$ cat config.mk
export PLATFORM = sky130hd
export DESIGN_NAME = gap_reloc_mmu
export DESIGN_NICKNAME = d
export VERILOG_FILES = /design/src/rtl/gap_mmu_pkg.sv /design/src/rtl/gap_cfg_regs.sv /design/src/rtl/gap_window_check.sv /design/src/rtl/gap_reloc_adder.sv /design/src/rtl/gap_reloc_mmu.sv
export SDC_FILE = /design/constraint.sdc
export NUM_CORES = 1
export LEC_CHECK = 0
export BUFFER_PORTS_ARGS = -buffer_cell sky130_fd_sc_hd__buf_2
export CORE_ASPECT_RATIO = 1.4
export CORE_MARGIN = 10
export CORE_UTILIZATION = 44
export DETAILED_ROUTE_END_ITERATION = 6
export HOLD_SLACK_MARGIN = 0.06
export MAX_ROUTING_LAYER = met4
export PLACE_DENSITY = 0.64
export SLEW_MARGIN = 20
export SYNTH_ARGS = -nofsm -noshare
export SYNTH_HDL_FRONTEND = slang
export SYNTH_SLANG_ARGS = --single-unit
$ cat constraint.sdc
create_clock -name clk -period 4.3 [get_ports clk]
set_input_delay 0.215 -clock clk [delete_from_list [all_inputs] [get_ports clk]]
set_output_delay 0.215 -clock clk [all_outputs]
set_load 0.02 [all_outputs]
$ cat src/rtl/gap_mmu_pkg.sv
// Package: gap_mmu_pkg
// Shared select encoding and counts for the gap relocation checker.
// Assumes a 2-bit configuration select.
package gap_mmu_pkg;

    // Configuration register select codes
    typedef enum logic [1:0] {
        CFG_BASE  = 2'd0,
        CFG_LOW   = 2'd1,
        CFG_HIGH  = 2'd2,
        CFG_SPARE = 2'd3
    } cfg_sel_e;

    // Number of real configuration registers (codes below this value)
    localparam int unsigned NUM_CFG = 3;

endpackage

$ cat src/rtl/gap_cfg_regs.sv
// Module: gap_cfg_regs
// Holds the relocation base and the two gap limits. A write lands at the
// clock edge on which cfg_we is high; the spare select code is dropped.
// Assumes synchronous active-low reset, all registers clear to zero.
module gap_cfg_regs
    import gap_mmu_pkg::*;
#(
    parameter int unsigned ADDR_W = 32
) (
    input  logic              clk,
    input  logic              rst_n,
    input  logic              cfg_we,
    input  logic [1:0]        cfg_sel,
    input  logic [ADDR_W-1:0] cfg_wdata,
    output logic [ADDR_W-1:0] base_q,
    output logic [ADDR_W-1:0] low_q,
    output logic [ADDR_W-1:0] high_q
);

    logic [ADDR_W-1:0] bank_q [NUM_CFG];

    // One storage register per real select code
    for (genvar g = 0; g < NUM_CFG; g++) begin : g_bank
        // Load this register when its code is selected
        always_ff @(posedge clk) begin
            if (!rst_n) begin
                bank_q[g] <= '0;
            end else if (cfg_we && (cfg_sel == 2'(g))) begin
                bank_q[g] <= cfg_wdata;
            end
        end
    end

    assign base_q = bank_q[CFG_BASE];
    assign low_q  = bank_q[CFG_LOW];
    assign high_q = bank_q[CFG_HIGH];

    // the spare code leaves every register unchanged
    p_spare_sel_r8: assert property (@(posedge clk) disable iff (!rst_n)
        (cfg_we && cfg_sel == CFG_SPARE) |=>
            ($stable(base_q) && $stable(low_q) && $stable(high_q)));

    // a base write is visible on the next cycle
    p_base_write_r7: assert property (@(posedge clk) disable iff (!rst_n)
        (cfg_we && cfg_sel == CFG_BASE) |=> (base_q == $past(cfg_wdata)));

    // a low-limit write leaves the base alone
    p_low_write_r7: assert property (@(posedge clk) disable iff (!rst_n)
        (cfg_we && cfg_sel == CFG_LOW) |=>
            (low_q == $past(cfg_wdata) && $stable(base_q)));

endmodule

$ cat src/rtl/gap_window_check.sv
// Module: gap_window_check
// Flags an address lying strictly between the low and high limits
// (unsigned). An inverted or empty window never flags.
// Assumes all inputs are stable within the cycle; purely combinational.
module gap_window_check #(
    parameter int unsigned ADDR_W = 32
) (
    input  logic [ADDR_W-1:0] addr,
    input  logic [ADDR_W-1:0] lim_low,
    input  logic [ADDR_W-1:0] lim_high,
    output logic              in_gap
);

    logic above_low;
    logic below_high;

    // Two independent strict comparisons, combined
    always_comb begin
        above_low  = (addr > lim_low);
        below_high = (addr < lim_high);
        in_gap     = above_low && below_high;
    end

endmodule

$ cat src/rtl/gap_reloc_adder.sv
// Module: gap_reloc_adder
// Adds the task base to the address; the result keeps ADDR_W bits, so any
// carry out of the top bit is lost. Runs beside the window check.
// Assumes unsigned operands of equal width; purely combinational.
module gap_reloc_adder #(
    parameter int unsigned ADDR_W = 32
) (
    input  logic [ADDR_W-1:0] addr,
    input  logic [ADDR_W-1:0] base,
    output logic [ADDR_W-1:0] phys
);

    // Modulo-2^ADDR_W sum
    always_comb begin
        phys = addr + base;
    end

endmodule

$ cat src/rtl/gap_reloc_mmu.sv
// Module: gap_reloc_mmu
// Top level: checks each request against the gap limits and relocates it
// by the base, both in the same cycle, then registers the result. A
// faulting access drops the memory strobe. Writes affect later requests only.
// Assumes synchronous active-low reset and one request per cycle.
module gap_reloc_mmu
    import gap_mmu_pkg::*;
#(
    parameter int unsigned ADDR_W = 32
) (
    input  logic              clk,
    input  logic              rst_n,
    input  logic              req_valid,
    input  logic [ADDR_W-1:0] req_addr,
    input  logic              cfg_we,
    input  logic [1:0]        cfg_sel,
    input  logic [ADDR_W-1:0] cfg_wdata,
    output logic              out_valid,
    output logic [ADDR_W-1:0] out_addr,
    output logic              out_fault,
    output logic              mem_strobe
);

    logic [ADDR_W-1:0] base_q;
    logic [ADDR_W-1:0] low_q;
    logic [ADDR_W-1:0] high_q;
    logic              in_gap;
    logic [ADDR_W-1:0] phys;

    gap_cfg_regs #(.ADDR_W(ADDR_W)) u_cfg (
        .clk       (clk),
        .rst_n     (rst_n),
        .cfg_we    (cfg_we),
        .cfg_sel   (cfg_sel),
        .cfg_wdata (cfg_wdata),
        .base_q    (base_q),
        .low_q     (low_q),
        .high_q    (high_q)
    );

    gap_window_check #(.ADDR_W(ADDR_W)) u_win (
        .addr     (req_addr),
        .lim_low  (low_q),
        .lim_high (high_q),
        .in_gap   (in_gap)
    );

    gap_reloc_adder #(.ADDR_W(ADDR_W)) u_add (
        .addr (req_addr),
        .base (base_q),
        .phys (phys)
    );

    // Register the translation, fault and strobe together
    always_ff @(posedge clk) begin
        if (!rst_n) begin
            out_valid  <= 1'b0;
            out_addr   <= '0;
            out_fault  <= 1'b0;
            mem_strobe <= 1'b0;
        end else begin
            out_valid  <= req_valid;
            out_addr   <= phys;
            out_fault  <= req_valid && in_gap;
            mem_strobe <= req_valid && !in_gap;
        end
    end

    // strobe and fault are never high together
    p_strobe_fault_excl_r6: assert property (@(posedge clk) disable iff (!rst_n)
        !(mem_strobe && out_fault));

    // no strobe or fault without a valid request
    p_quiet_when_idle_r9: assert property (@(posedge clk) disable iff (!rst_n)
        (!req_valid) |=> (!mem_strobe && !out_fault && !out_valid));

    // output address is the wrapped sum of request and prior base
    p_reloc_sum_r2: assert property (@(posedge clk) disable iff (!rst_n)
        req_valid |=> (out_addr == ADDR_W'($past(req_addr) + $past(base_q))));

    // an address on either limit does not fault
    p_limit_edge_ok_r5: assert property (@(posedge clk) disable iff (!rst_n)
        (req_valid && (req_addr == low_q || req_addr == high_q)) |=> !out_fault);

    // an inverted or empty window never faults
    p_empty_window_r10: assert property (@(posedge clk) disable iff (!rst_n)
        (low_q >= high_q) |=> !out_fault);

endmodule

==> summary.md <==
| Metric | Value |
|---|---|
| Gr usage total | 0.169 |
| Number of synthesized register bits | 131 |
| Status | finished clean |
| Hold Path Depth | 2 |
| P_sw | 1.02 mW |
| Synth warn | 0 |
| Fillers | 1578 |
| First-pass GRT wire length | 30100 um |
| Clock Power Share | 0.413 |
| Synth cell types | 53 |
| Post-CTS Repair Setup Buffers | 0 |
| Finished Cell Area | 9260 um2 |
| Max-Cap Viols | 0 |
| Setup Viol. Count Final | 0 |
| Switching part of the total power | 0.267 |
| Clk slew on worst S/H paths | 0.06 ns |
| Setup slack, reg-to-reg | 1.31 ns |
| Iter 0 DRT Violations | 308 |
| Die W | 132 um |
| Largest net degree at the start of global routing | 33 |
| WL final | 18800 um |
| Drt pass-1 iters | 4 |
| CTS Hold Bufs | 0 |
| Clock sink count | 131 |
| Routed length per instance | 17.0 um |
| Required @ worst endpoint | 4.65 ns |
| CTS tree | built |
| # DRC | 0 |
| Minimum clock period | 2.99 ns |
| Hold endpoint | u_cfg.bank_q[2][3] |
| TritonCTS Buffers | 17 |
| Clk buf depth | 2 |
| H-tree levels | 4 |
| Gate power share | 0.194 |
| Crit path max fanout | 6 |
| Setup Skew | 0.00691 ns |
| Via density | 5.08 |
| Port bufs | 104 |
| Slew @ Worst Pin | 0.688 ns |
| FFs w/ async S/R, synth | 0 |
| Nets | 1022 |
| Worst r2r src | u_cfg.bank_q[0][0] |
| Final Hold Vio Count | 0 |
| Reg power frac | 0.393 |
| Overflow left after global routing | 0 |
| Crit path launch type | flop |
| Unrepaired setup endpoints after global routing | false |
| Crit share post-route | 0.695 |
| Max Fclk | 0.334 GHz |
| Worst r2r path cells | 10 |
| Fin cells | 1108 |
| Initial antenna violation count | 2 |
| Chip Height | 177 um |
| Most frequent cells in the layout | buf_2 (104), and2_1 (100), edfxtp_1 (96) |
| Root buffer cell | clkbuf_16 |
| Hold WC Path Type | input pin to flop |
| PD cells | 414 nW/um2 |
| I/O pin count | 105 |
| Int Power | 2.81 mW |
| WL met3 | 844 um |
| Critical Path AT | 3.34 ns |
| DRT antenna net count | 0 |
| Area growth from synthesis to layout | 19.6% |
| Post-synthesis sequential area ratio | 0.463 |
| Reg-to-Reg End | out_addr[26] |
| EDFF count, synth | 96 |
| Starting density of the core | 0.446 |
| Max Used Layer | met4 |
| Leading cell type in the layout, fill and taps excluded | buf_2 |
| PostCTS Resize Cnt | 0 |
| Worst-skew pair later-pin latency | 0.42 ns |
| M1 WL | 7480 um |
| Die area | 23400 um2 |
| DP Wirelength | 14600 um |
| CP Capture Type | flop |
| Routed met2 length | 10100 um |
| Mapped cell area | 7740 um2 |
| Via Count | 5627 |
| Min-delay src | cfg_wdata[3] |
| Core area | 17300 um2 |
| Cell row count | 57 |
| Synth Net Count | 905 |
| Synthesized area per cell | 10.5 um2 |
| WS Path Type | flop to flop |
| Placed Area | 8580 um2 |
| Max-slew violations | 0 |
| RePlAce Congestion | 0.840 |
| Top_reg_cell synth | edfxtp_1 |
| Worst slew margin | 0.541 |
| Maximum VDD drop | 231 uV |
| Leak | 4.24 nW |
| Vias in the first global route | 5978 |
| Syn Inst Count | 740 |
| Setup TNS | 0 ns |
| Placed Cells | 1073 |
| Layout cell share with drive strength beyond 1 | 0.177 |
kinds of logic after synthesis:
| group | Yosys count | synth area share |
|---|---|---|
| buffers and inverters | 86 | 0.0419 |
| XOR/XNOR | 18 | 0.0204 |
| flip-flops | 131 | 0.463 |
| AO/OA/AOI/OAI | 153 | 0.135 |
| AND/OR/NAND/NOR | 250 | 0.176 |
| multiplexers | 7 | 0.00906 |
| adder cells (fa/ha/maj) | 95 | 0.155 |
per-stage QoR:
step	setup WS [ns]	power [mW]	util	hold slack [ns]
after floorplan	1.19	2.03	-	0.350
after global placement	1.37	2.27	0.495	0.516
after detailed placement	1.32	2.28	0.495	0.518
after CTS	1.29	3.86	0.532	0.0752
after global routing	1.11	4.01	0.534	0.0883
final	1.31	3.83	0.534	0.0873
worst max-delay path, cell delays in order (launching register included):
cell      delay [ns]
edfxtp_1        0.36
ha_1            0.23
fa_1            0.45
a211oi_2        0.27
o21bai_1        0.13
a21oi_2         0.27
o31ai_4         0.10
a31oi_4         0.34
o31ai_1         0.19
a311oi_1        0.35
mux2i_1         0.22
sequential cells by signal, indices dropped and copies added, names as in the netlist:
name / count
out_fault: 1
u_cfg.bank_q: 96
out_valid: 1
out_addr: 32
mem_strobe: 1
synth_stat cells, types with 4 or more instances:
master / count / area, um2
xor2_1: 6 / 52.6
o21a_1: 5 / 37.5
o21ai_0: 22 / 110
clkbuf_1: 13 / 48.8
nor2_1: 43 / 161
and2_1: 100 / 626
ha_1: 94 / 1180
nand2_1: 29 / 109
a21o_1: 36 / 270
and3_1: 6 / 37.5
xnor2_1: 12 / 105
edfxtp_1: 96 / 2880
inv_1: 71 / 267
nand4_1: 15 / 93.8
mux2i_1: 7 / 70.1
or3_1: 4 / 25.0
nor3_1: 10 / 50.1
o21bai_1: 4 / 30.0
dfxtp_1: 35 / 701
nand3_1: 14 / 70.1
o211ai_1: 5 / 37.5
nand2b_1: 14 / 87.6
a311oi_1: 4 / 35.0
nor2b_1: 6 / 37.5
a211oi_1: 5 / 37.5
a21oi_1: 45 / 225
routing by layer:
metal,GRT usage,vias to the layer above
li1,-,2875
met1,0.175,2618
met2,0.306,108
met3,0.0381,26
met4,0.0604,0
met5,-,-
how the worst max path moves through the flow:
stage,startpoint,slack [ns],end
6_report,u_cfg.bank_q[0][0],1.31,out_addr[26]
5_1_grt,u_cfg.bank_q[0][0],1.11,out_addr[26]
4_1_cts,u_cfg.bank_q[0][0],1.29,out_addr[26]
3_5_place_dp,u_cfg.bank_q[0][0],1.32,out_addr[26]
3_3_place_gp,u_cfg.bank_q[0][0],1.37,out_addr[26]
2_1_floorplan,cfg_sel[0],1.19,u_cfg.bank_q[0][0]
power groups by stage:
stage	sequential [mW]	combinational, mW	clock (mW)
6_report	1.50	0.745	1.58
5_1_grt	1.52	0.837	1.66
4_1_cts	1.51	0.750	1.61
3_5_place_dp	1.53	0.744	0
3_3_place_gp	1.53	0.739	0
2_1_floorplan	1.59	0.439	0
final cells by class:
type / instances / area (um2) / area share
Antenna cell: 2 / 5.00 / 0.000541
Clock buffer: 22 / 454 / 0.0491
Clock inverter: 10 / 181 / 0.0196
Inverter: 71 / 267 / 0.0288
Multi-Input combinational cell: 523 / 3860 / 0.417
Sequential cell: 131 / 3580 / 0.387
Tap cell: 236 / 295 / 0.0319
Timing Repair Buffer: 113 / 608 / 0.0657
(Power assumes the default switching activity.)
